--- src/rtl/pwr_seq_pkg.sv ---
package pwr_seq_pkg;

    localparam int NUM_STATES = 10;
    localparam int PG_W       = 6;

    localparam logic [PG_W-1:0] WANT_ALW     = 6'b000001;
    localparam logic [PG_W-1:0] WANT_NONCORE = 6'b111110;

    typedef enum logic [3:0] {
        ST_HOFF      = 4'd0,
        ST_SOFF      = 4'd1,
        ST_SUSP      = 4'd2,
        ST_ON        = 4'd3,
        ST_HOFF_SOFF = 4'd4,
        ST_SOFF_SUSP = 4'd5,
        ST_SUSP_ON   = 4'd6,
        ST_ON_SUSP   = 4'd7,
        ST_SUSP_SOFF = 4'd8,
        ST_SOFF_HOFF = 4'd9
    } pstate_e;

    typedef struct packed {
        logic       en_5v;
        logic       deep_ok;
        logic       rsm_rel;
        logic       en_ddr;
        logic       en_tpad;
        logic       tscr_rel;
        logic       init_rel;
        logic       en_sw;
        logic [2:0] radio;
        logic       en_core;
        logic       pwr_ok;
    } rail_out_t;

    function automatic logic [NUM_STATES-1:0] state_onehot(pstate_e s);
        logic [NUM_STATES-1:0] v;
        v = '0;
        v[s] = 1'b1;
        return v;
    endfunction

endpackage

--- src/rtl/pwr_cycle_timer.sv ---
module pwr_cycle_timer #(
    parameter int W = 8
) (
    input  logic         clk,
    input  logic         rst,
    input  logic         load,
    input  logic [W-1:0] load_val,
    output logic         done
);
    logic [W-1:0] cnt;

    always_ff @(posedge clk) begin
        if (rst)
            cnt <= '0;
        else if (load)
            cnt <= load_val;
        else if (cnt != '0)
            cnt <= cnt - 1'b1;
    end

    assign done = (cnt == '0);
endmodule

--- src/rtl/pwr_pg_match.sv ---
module pwr_pg_match #(
    parameter int W = 6
) (
    input  logic [W-1:0] pg,
    input  logic [W-1:0] want,
    output logic [W-1:0] got,
    output logic         met
);
    for (genvar i = 0; i < W; i++) begin : g_bit
        assign got[i] = pg[i] & want[i];
    end
    assign met = (got == want);
endmodule

--- src/rtl/pwr_seq_top.sv ---
module pwr_seq_top
    import pwr_seq_pkg::*;
#(
    parameter int unsigned TICKS_PER_MS   = 50000,
    parameter int unsigned GAP_CYC        = 2,
    parameter int unsigned RAIL_SETTLE_MS = 10,
    parameter int unsigned CLK_STABLE_MS  = 5,
    parameter int unsigned CORE_SETTLE_MS = 99,
    parameter int unsigned PG_TIMEOUT_MS  = 1000,
    parameter int unsigned SOFF_IDLE_MS   = 10000
) (
    input  logic                  clk,
    input  logic                  rst,
    input  logic                  wake_req,
    input  logic [PG_W-1:0]       pg,
    input  logic                  slp_s3_n,
    input  logic                  slp_s5_n,
    input  logic                  sus_warn_n,
    output logic                  en_5v_alw,
    output logic                  deep_pwr_ok,
    output logic                  rsm_rst_n,
    output logic                  en_ddr,
    output logic                  en_tpad,
    output logic                  tscr_rst_n,
    output logic                  cpu_init_n,
    output logic                  en_sw_rails,
    output logic [2:0]            radio_en,
    output logic                  en_core,
    output logic                  host_pwr_ok,
    output logic                  sus_ack_n,
    output logic [NUM_STATES-1:0] state_code,
    output logic                  pg_tmo,
    output logic [PG_W-1:0]       pg_tmo_want,
    output logic [PG_W-1:0]       pg_tmo_got
);
    localparam int unsigned C_SETTLE = RAIL_SETTLE_MS * TICKS_PER_MS;
    localparam int unsigned C_STABLE = CLK_STABLE_MS * TICKS_PER_MS;
    localparam int unsigned C_CORE   = CORE_SETTLE_MS * TICKS_PER_MS;
    localparam int unsigned C_TMO    = PG_TIMEOUT_MS * TICKS_PER_MS;
    localparam int unsigned C_IDLE   = SOFF_IDLE_MS * TICKS_PER_MS;
    localparam int          CNT_W    = $clog2(C_IDLE + 1);

    localparam logic [CNT_W-1:0] LD_SETTLE = CNT_W'(C_SETTLE - 1);
    localparam logic [CNT_W-1:0] LD_STABLE = CNT_W'(C_STABLE - 1);
    localparam logic [CNT_W-1:0] LD_CORE   = CNT_W'(C_CORE - 1);
    localparam logic [CNT_W-1:0] LD_TMO    = CNT_W'(C_TMO - 1);
    localparam logic [CNT_W-1:0] LD_IDLE   = CNT_W'(C_IDLE - 1);
    localparam logic [CNT_W-1:0] LD_GAP    = CNT_W'(GAP_CYC - 1);

    pstate_e          st, st_n;
    logic [1:0]       phase, phase_n;
    rail_out_t        ro, ro_n;
    logic             wake_pend, wake_clr;
    logic             tmo_n;
    logic [PG_W-1:0]  tw_n, tg_n;
    logic             t_load, t_done;
    logic [CNT_W-1:0] t_val;
    logic [PG_W-1:0]  want, got;
    logic             met;

    pwr_cycle_timer #(.W(CNT_W)) u_timer (
        .clk      (clk),
        .rst      (rst),
        .load     (t_load),
        .load_val (t_val),
        .done     (t_done)
    );

    assign want = (st == ST_HOFF_SOFF) ? WANT_ALW : WANT_NONCORE;

    pwr_pg_match #(.W(PG_W)) u_match (
        .pg   (pg),
        .want (want),
        .got  (got),
        .met  (met)
    );

    always_comb begin
        st_n     = st;
        phase_n  = phase;
        ro_n     = ro;
        t_load   = 1'b0;
        t_val    = '0;
        tmo_n    = 1'b0;
        tw_n     = pg_tmo_want;
        tg_n     = pg_tmo_got;
        wake_clr = 1'b0;

        case (st)
            ST_HOFF: begin
                if (wake_pend) begin
                    st_n     = ST_HOFF_SOFF;
                    phase_n  = 2'd0;
                    wake_clr = 1'b1;
                end
            end
            ST_HOFF_SOFF: begin
                case (phase)
                    2'd0: begin
                        ro_n.en_5v = 1'b1;
                        t_load     = 1'b1;
                        t_val      = LD_TMO;
                        phase_n    = 2'd1;
                    end
                    2'd1: begin
                        if (met || t_done) begin
                            if (!met) begin
                                tmo_n = 1'b1;
                                tw_n  = want;
                                tg_n  = got;
                            end
                            t_load  = 1'b1;
                            t_val   = LD_SETTLE;
                            phase_n = 2'd2;
                        end
                    end
                    2'd2: begin
                        if (t_done) begin
                            ro_n.deep_ok = 1'b1;
                            ro_n.rsm_rel = 1'b1;
                            t_load       = 1'b1;
                            t_val        = LD_STABLE;
                            phase_n      = 2'd3;
                        end
                    end
                    default: begin
                        if (t_done) begin
                            st_n    = ST_SOFF;
                            phase_n = 2'd0;
                            t_load  = 1'b1;
                            t_val   = LD_IDLE;
                        end
                    end
                endcase
            end
            ST_SOFF: begin
                if (slp_s5_n) begin
                    st_n = ST_SOFF_SUSP;
                end else if (t_done) begin
                    st_n     = ST_SOFF_HOFF;
                    wake_clr = 1'b1;
                end
            end
            ST_SOFF_SUSP: begin
                ro_n.en_ddr   = 1'b1;
                ro_n.en_tpad  = 1'b1;
                ro_n.tscr_rel = 1'b1;
                st_n          = ST_SUSP;
            end
            ST_SUSP: begin
                if (slp_s3_n) begin
                    st_n    = ST_SUSP_ON;
                    phase_n = 2'd0;
                end else if (!slp_s5_n) begin
                    st_n = ST_SUSP_SOFF;
                end
            end
            ST_SUSP_ON: begin
                case (phase)
                    2'd0: begin
                        ro_n.init_rel = 1'b1;
                        ro_n.en_sw    = 1'b1;
                        ro_n.radio    = '1;
                        t_load        = 1'b1;
                        t_val         = LD_TMO;
                        phase_n       = 2'd1;
                    end
                    2'd1: begin
                        if (met || t_done) begin
                            if (!met) begin
                                tmo_n = 1'b1;
                                tw_n  = want;
                                tg_n  = got;
                            end
                            ro_n.en_core = 1'b1;
                            t_load       = 1'b1;
                            t_val        = LD_CORE;
                            phase_n      = 2'd2;
                        end
                    end
                    default: begin
                        if (t_done) begin
                            ro_n.pwr_ok = 1'b1;
                            st_n        = ST_ON;
                            phase_n     = 2'd0;
                        end
                    end
                endcase
            end
            ST_ON: begin
                if (!slp_s3_n) begin
                    st_n    = ST_ON_SUSP;
                    phase_n = 2'd0;
                end
            end
            ST_ON_SUSP: begin
                if (phase == 2'd0) begin
                    ro_n.pwr_ok = 1'b0;
                    t_load      = 1'b1;
                    t_val       = LD_GAP;
                    phase_n     = 2'd1;
                end else if (t_done) begin
                    ro_n.en_core  = 1'b0;
                    ro_n.init_rel = 1'b0;
                    ro_n.radio    = '0;
                    ro_n.en_sw    = 1'b0;
                    st_n          = ST_SUSP;
                    phase_n       = 2'd0;
                end
            end
            ST_SUSP_SOFF: begin
                ro_n.en_tpad  = 1'b0;
                ro_n.tscr_rel = 1'b0;
                ro_n.en_ddr   = 1'b0;
                st_n          = ST_SOFF;
                t_load        = 1'b1;
                t_val         = LD_IDLE;
            end
            ST_SOFF_HOFF: begin
                ro_n.deep_ok = 1'b0;
                ro_n.rsm_rel = 1'b0;
                ro_n.en_5v   = 1'b0;
                st_n         = ST_HOFF;
            end
            default: begin
                st_n    = ST_HOFF_SOFF;
                phase_n = 2'd0;
            end
        endcase
    end

    always_ff @(posedge clk) begin
        if (rst) begin
            st          <= ST_HOFF_SOFF;
            phase       <= 2'd0;
            ro          <= '0;
            pg_tmo      <= 1'b0;
            pg_tmo_want <= '0;
            pg_tmo_got  <= '0;
        end else begin
            st          <= st_n;
            phase       <= phase_n;
            ro          <= ro_n;
            pg_tmo      <= tmo_n;
            pg_tmo_want <= tw_n;
            pg_tmo_got  <= tg_n;
        end
    end

    always_ff @(posedge clk) begin
        if (rst)
            wake_pend <= 1'b0;
        else if (wake_clr)
            wake_pend <= 1'b0;
        else if (wake_req && (st == ST_HOFF || st == ST_SOFF_HOFF))
            wake_pend <= 1'b1;
    end

    assign en_5v_alw   = ro.en_5v;
    assign deep_pwr_ok = ro.deep_ok;
    assign rsm_rst_n   = ro.rsm_rel;
    assign en_ddr      = ro.en_ddr;
    assign en_tpad     = ro.en_tpad;
    assign tscr_rst_n  = ro.tscr_rel;
    assign cpu_init_n  = ro.init_rel;
    assign en_sw_rails = ro.en_sw;
    assign radio_en    = ro.radio;
    assign en_core     = ro.en_core;
    assign host_pwr_ok = ro.pwr_ok;
    assign sus_ack_n   = sus_warn_n;
    assign state_code  = state_onehot(st);
endmodule

--- config.mk ---
export PLATFORM = sky130hd
export DESIGN_NAME = pwr_seq_top
export DESIGN_NICKNAME = d
export VERILOG_FILES = /design/src/rtl/pwr_seq_pkg.sv /design/src/rtl/pwr_cycle_timer.sv /design/src/rtl/pwr_pg_match.sv /design/src/rtl/pwr_seq_top.sv
export SDC_FILE = /design/constraint.sdc
export NUM_CORES = 1
export LEC_CHECK = 0
export BUFFER_PORTS_ARGS = -buffer_cell sky130_fd_sc_hd__clkbuf_2
export CAP_MARGIN = 20
export CORE_UTILIZATION = 45
export DETAILED_ROUTE_END_ITERATION = 10
export GPL_TIMING_DRIVEN = 0
export MAX_ROUTING_LAYER = met4
export PLACE_DENSITY = 0.7
export SYNTH_ARGS = -nofsm -noshare
export SYNTH_HDL_FRONTEND = slang
export SYNTH_SLANG_ARGS = --single-unit
--- constraint.sdc ---
create_clock -name clk -period 3 [get_ports clk]
set_input_delay 0.6 -clock clk [delete_from_list [all_inputs] [get_ports clk]]
set_output_delay 0.6 -clock clk [all_outputs]
set_load 0.05 [all_outputs]
; ---- Yosys cells after proc, flatten, opt, wreduce, memory -nomap -nowiden
; Cells that the tools add are included.
[op_classes]
addsub = 1
order_cmp = 2
n_eq_ne = 30
mux = 59
n_bitwise = 11
n_reduce_logical = 26
[op_table]
columns = op, count
row1 = $pmux 29 s4, 1
row2 = $mux 29, 3
row3 = $pmux 29 s3, 1
row4 = $pmux 26 s2, 1
row5 = $mux 4, 12
row6 = $pmux 4 s10, 1
row7 = $logic_not 29->1, 1
row8 = $reduce_bool 29->1, 1
row9 = $sub 29x1->29 const B, 1
row10 = $ne 2x2->1 const B, 13
row11 = $mux 23, 1
row12 = $mux 19, 1
row13 = $mux 18, 1
row14 = $mux 6, 3
row15 = $eq 4x3->1 const B, 4
row16 = $mux 2, 8
row17 = $mux 1, 14
row18 = $pmux 2 s7, 1
row19 = $pmux 7 s2, 1
row20 = $pmux 3 s2, 2
row21 = $reduce_and 4->1, 3
row22 = $reduce_and 10->1, 1
row23 = $reduce_and 5->1, 2
row24 = $ne 3x3->1 const B, 3
row25 = 27 further kinds, 49
[word_totals]
ff_bits = 62
in_bits = 12
out_inout_bits = 37

; ---- Depth between registers and ports, before layout
[depth]
depth_word = 9
ltp_mapped = 10
ltp_nobuf = 8

; ---- By module
; Synthesis repeated with hierarchy kept, for this count alone.
[unflattened]
cells_unflattened = 412
area_unflattened_um2 = 3333.2
[modules_own_cells]
columns = mod, n_inst, cells_per_inst, area_each_um2, seq_area_each_um2
row1 = pwr_cycle_timer, 1, 182, 1712.9, 580.6
row2 = pwr_seq_top, 1, 214, 1530.2, 440.4
row3 = pwr_pg_match, 1, 16, 90.1, 0.0

; ---- Worst setup path after synthesis
; No wires, ideal clock.
[synth_path]
path_type = register to register
startpoint = register u_timer.cnt[9]
endpoint = register ro, in the netlist en_core
arrival_ps = 2563
t_required_ps = 2872
path_slack_ps = 309
path_stages_with_launch = 8
path_buffers = 1
synth_period_minus_slack_ps = 2691
cell_sequence = dfxtp_1 or4_4 or4_4 or4_1 buf_4 or3_4 a21oi_2 nor2_1
[synth_between]
elab_chain_cells = 4
elab_cells_between_ends = 5
[synth_lines]
columns = item, line_no
row1 = start: declaration, pwr_cycle_timer.sv:10  ; logic [W-1:0] cnt;
row2 = start signal: assignment, pwr_cycle_timer.sv:16  ; cnt <= load_val;
row3 = start signal: assignment, pwr_cycle_timer.sv:18  ; cnt <= cnt - 1'b1;
row4 = $logic_not 29->1 (*), pwr_cycle_timer.sv:21  ; assign done = (cnt == '0);
row5 = $logic_or 1x1->1, pwr_seq_top.sv:169  ; if (met || t_done) begin
row6 = $ne 2x2->1 (no source line), n/a
row7 = $reduce_and 5->1 (no source line) (*), n/a
row8 = end signal: assignment, pwr_seq_top.sv:243  ; ro <= ro_n;
row9 = end: declaration, pwr_seq_top.sv:52  ; rail_out_t ro, ro_n;
; Mark *: on every way between the ends. The rest lies on a longest branch, timed or not.
; A chain may end at the register's enable or synchronous reset.

; ---- Worst setup path after layout
[layout_path]
startpoint = register u_timer.cnt[9]
endpoint = register u_timer.cnt[4]
[layout_between]
elab_chain_cells = 6
elab_cells_between_ends = 14
[layout_lines]
columns = item, line_no
row1 = $logic_not 29->1, pwr_cycle_timer.sv:21
row2 = $logic_or 1x1->1, "pwr_seq_top.sv:106, pwr_seq_top.sv:169"
row3 = $mux 19 or $mux 1 (tied branches), "pwr_seq_top.sv:106, pwr_seq_top.sv:169"
row4 = "$pmux 29 s3, or another cell as far along", pwr_seq_top.sv:98  ; case (phase)
row5 = $pmux 29 s4 or $pmux 1 s4 (tied branches), pwr_seq_top.sv:89  ; case (st)
row6 = $mux 29 or $reduce_bool 2->1 (tied branches), n/a
; Parallel ways exist; a longest one is shown, timed or not.

==> summary.txt <==
Run status
  – Status: complete, but fails checks
  – Violated checks: DRC

Floorplan
  – Initial Utilization: 0.476
  – Number of placement rows: 29
  – Die area: 0.00720 mm2
  – # IOs: 49
  – Die span in y: 84.9 um
  – DIE WIDTH: 84.9 um
  – Core area: 0.00649 mm2

Yosys
  – Top_reg_cell synth: dfxtp_1
  – Count leader, synth: dfxtp_1
  – Cell Area, Synth: 0.00309 mm2
  – Synth area leader: dfxtp_1
  – Count of cell types in the netlist: 62
  – Commonest cells post-synth: dfxtp_1, a21oi_1, nand2_1
  – Post-Synth Simple-Gate Area: 0.267
  – Post-synth EDFFs: 0
  – Asr flop ratio synth: 0
  – Register bit count reported by yosys: 51
  – Post-Synth Adder-Cell Area: 0.00810
  – Synth Instances: 396
  – Synth area leaders: dfxtp_1, a21oi_1, xor2_1
  – Top cell type's share of synthesized area: 0.330
  – Mux cell area share after synthesis: 0.00648
  – Complex-gate fraction of the synthesized area: 0.227
  – Register area share after synthesis: 0.330
  – Main combinational cell family by area after synthesis: simple AND/OR/NAND/NOR gates
  – Ys Warns: 0
  – Mean Syn Cell Area: 7.80 um2
  – Xor and xnor area share after synthesis: 0.0822
  – Synth Net Count: 410

Drt
  – Drt pass-1 iters: 11
  – Wire per inst: 17.0 um
  – Via count: 3209
  – Initial drt markers: 331
  – Via density: 6.03
  – ANT nets after route: 0
  – DRC Markers: 2
  – WL final: 9050 um

Timing
  – Fmax achieved: 0.340 GHz
  – Setup_tns: 0 ns
  – Worst Max-Slew Pin Slew: 0.818 ns
  – Worst Setup Slack, final: 0.0569 ns
  – Fin crit share: 0.981
  – Max-slew violations: 0
  – Slew margin rel.: 0.451
  – Min Tclk post-route: 2.94 ns
  – Setup violators final: 0
  – Hold Vio Cnt, Final: 0
  – RSZ-0062 raised after global routing: yes
  – Final Skew: 0.00891 ns

GRT
  – First-pass GRT wire length: 15100 um
  – GRT Max-Usage Layer: met2
  – Number of global-route vias before repair: 2956
  – M3 GR Usage: 0.0506
  – Initial antenna violation count: 0
  – Largest net degree at the start of global routing: 17
  – Global Route Usage Sum: 0.276
  – Met1 usage: 0.363
  – Global Route met2 Usage: 0.436
  – Overflow after GRT: 0

Power and ir drop
  – Peak VDD IR: 0.000245 V
  – Leak: 1.54 nW
  – PnR Total Power: 1.79 mW
  – Cell Pwr Density: 496 mW/mm2

Cells and area
  – Share of layout cells above drive strength 1: 0.226
  – # diodes: 0
  – Area Growth Syn to Fin: 17.1%
  – Post-layout util: 0.557
  – NumNets Final: 468
  – Post-route cell area: 0.00362 mm2

Setup path
  – Reg2Reg Depth: 7
  – Worst setup EP type: flip-flop
  – R2r startpoint: u_timer.cnt[9]
  – Reg-to-reg endpoint: u_timer.cnt[4]
  – Max Fanout on Critical Path: 6
  – Startpoint types: flip-flop
  – Worst Path Required: 3.21 ns
  – Crit path DAT: 3.16 ns
  – Crit Path Category: flip-flop to flip-flop
  – Critical Path Start: u_timer.cnt[9]
  – Reg2reg setup slack: 0.06 ns

Clock network
  – Skew-Pair Late Insertion Delay: 0.32 ns
  – Cts hold-fix bufs: 0
  – TritonCTS buffer count: 5
  – H-tree levels: 2
  – Root buf cell: clkbuf_8
  – Worst-path clk slew: 0.10 ns
  – Sink Count: 51
  – CTS tree: yes
  – Clock Tree Buf Depth: 2

Hold path
  – Endpoint, Worst Hold: pg_tmo_got[4]
  – Worst min path class: flip-flop to flip-flop
  – Worst hold path startpoint: pg_tmo_got[4]
  – Hold depth: 2

Place
  – Worst slack at placement: -0.310 ns
  – DP Area: 0.00342 mm2
  – DP HPWL: 6670 um
  – GP Congestion: 0.923
  – I/O Buffers: 46

Job
  – Max cap viols: 0
stage by stage:
step	hold WS (ns)	instances
finish	0.459	532
global route	0.491	532
CTS	0.461	527
detailed placement	0.448	519
global placement	0.440	519
floorplan	0.508	396
where the power goes:
group          total [mW]  internal, mW  switching [mW]  leakage [nW]
clock               0.440         0.189           0.251        0.0474
sequential          0.809         0.746          0.0628         0.418
combinational       0.543         0.202           0.341          1.08
total                1.79          1.14           0.655          1.54
how the worst max path moves through the flow:
stage | endpoint | slack, ns | depth (start not counted)
final | u_timer.cnt[4] | 0.06 | 7
after global routing | u_timer.cnt[24] | -0.04 | 7
after CTS | state_code[4] | 0.01 | 6
after detailed placement | u_timer.cnt[14] | -0.31 | 8
after global placement | u_timer.cnt[14] | -0.30 | 8
after floorplan | en_core | 0.31 | 7
cell type report:
class,instances,area [um2]
Fill cell,617,2880
Multi-Input combinational cell,297,1880
Sequential cell,51,1020
Timing Repair Buffer,51,265
Buffer,36,203
Tap cell,77,96.3
Clock buffer,6,82.6
Inverter,12,48.8
Clock inverter,2,16.3
critical path, cell delays in order, from the launching register on:
cell and delay [ns]:
dfxtp_1 0.37, or4_4 0.57, or4_4 0.49, or4_1 0.55, buf_4 0.19, o211ai_2 0.25
nand3_1 0.20, and3_1 0.21
state kept, by name, indices dropped and copies added, names as in the netlist:
name,count
pg_tmo,1
u_timer.cnt,29
en_5v_alw,1
st,4
radio_en,1
pg_tmo_got,6
en_ddr,1
deep_pwr_ok,1
phase,2
pg_tmo_want,2
host_pwr_ok,1
wake_pend,1
en_core,1
cell families after synthesis:
family	Yosys count
DFF	51
AOI/OAI and AO/OA	105
buffers and inverters	48
muxes	2
and+or+nand+nor	159
xor gates and xnor gates	29
adders and majority gates	2
per-layer routing:
metal | share of wire | wire (um) | up-vias
met3 | 0.082 | 741 | 17
li1 | - | - | 1534
met5 | 0 | 0 | -
met4 | 0.012 | 108 | 0
met2 | 0.45 | 4070 | 157
met1 | 0.46 | 4130 | 1501
repair_timing:
item                                    CTS  global route
pin swaps                                 1             2
gates resized for setup                   5             9
buffers inserted                          0             4
hold endpoints to repair                  0             0
endpoints found under the setup margin   10            24
layout by cell type, fill, tap and decap left out, types with 3 or more instances in the layout:
cell      instances
nor4_1           10
nor3_1           20
buf_4            18
inv_1            11
a31oi_1           7
dfxtp_1          51
nand2b_1          4
o21ai_0           9
a21oi_1          46
and3_1            4
o21a_1            3
or3_1             3
or2_2             4
nand3b_1          4
a211oi_1          5
nand2_1          39
o211ai_1          4
a22oi_1           3
nand3_1          12
nor2_1           37
clkbuf_8          6
xor2_1           19
nor2b_1           3
clkbuf_2         48
xnor2_1          10
clkbuf_1         16
(Power assumes the default switching activity.)
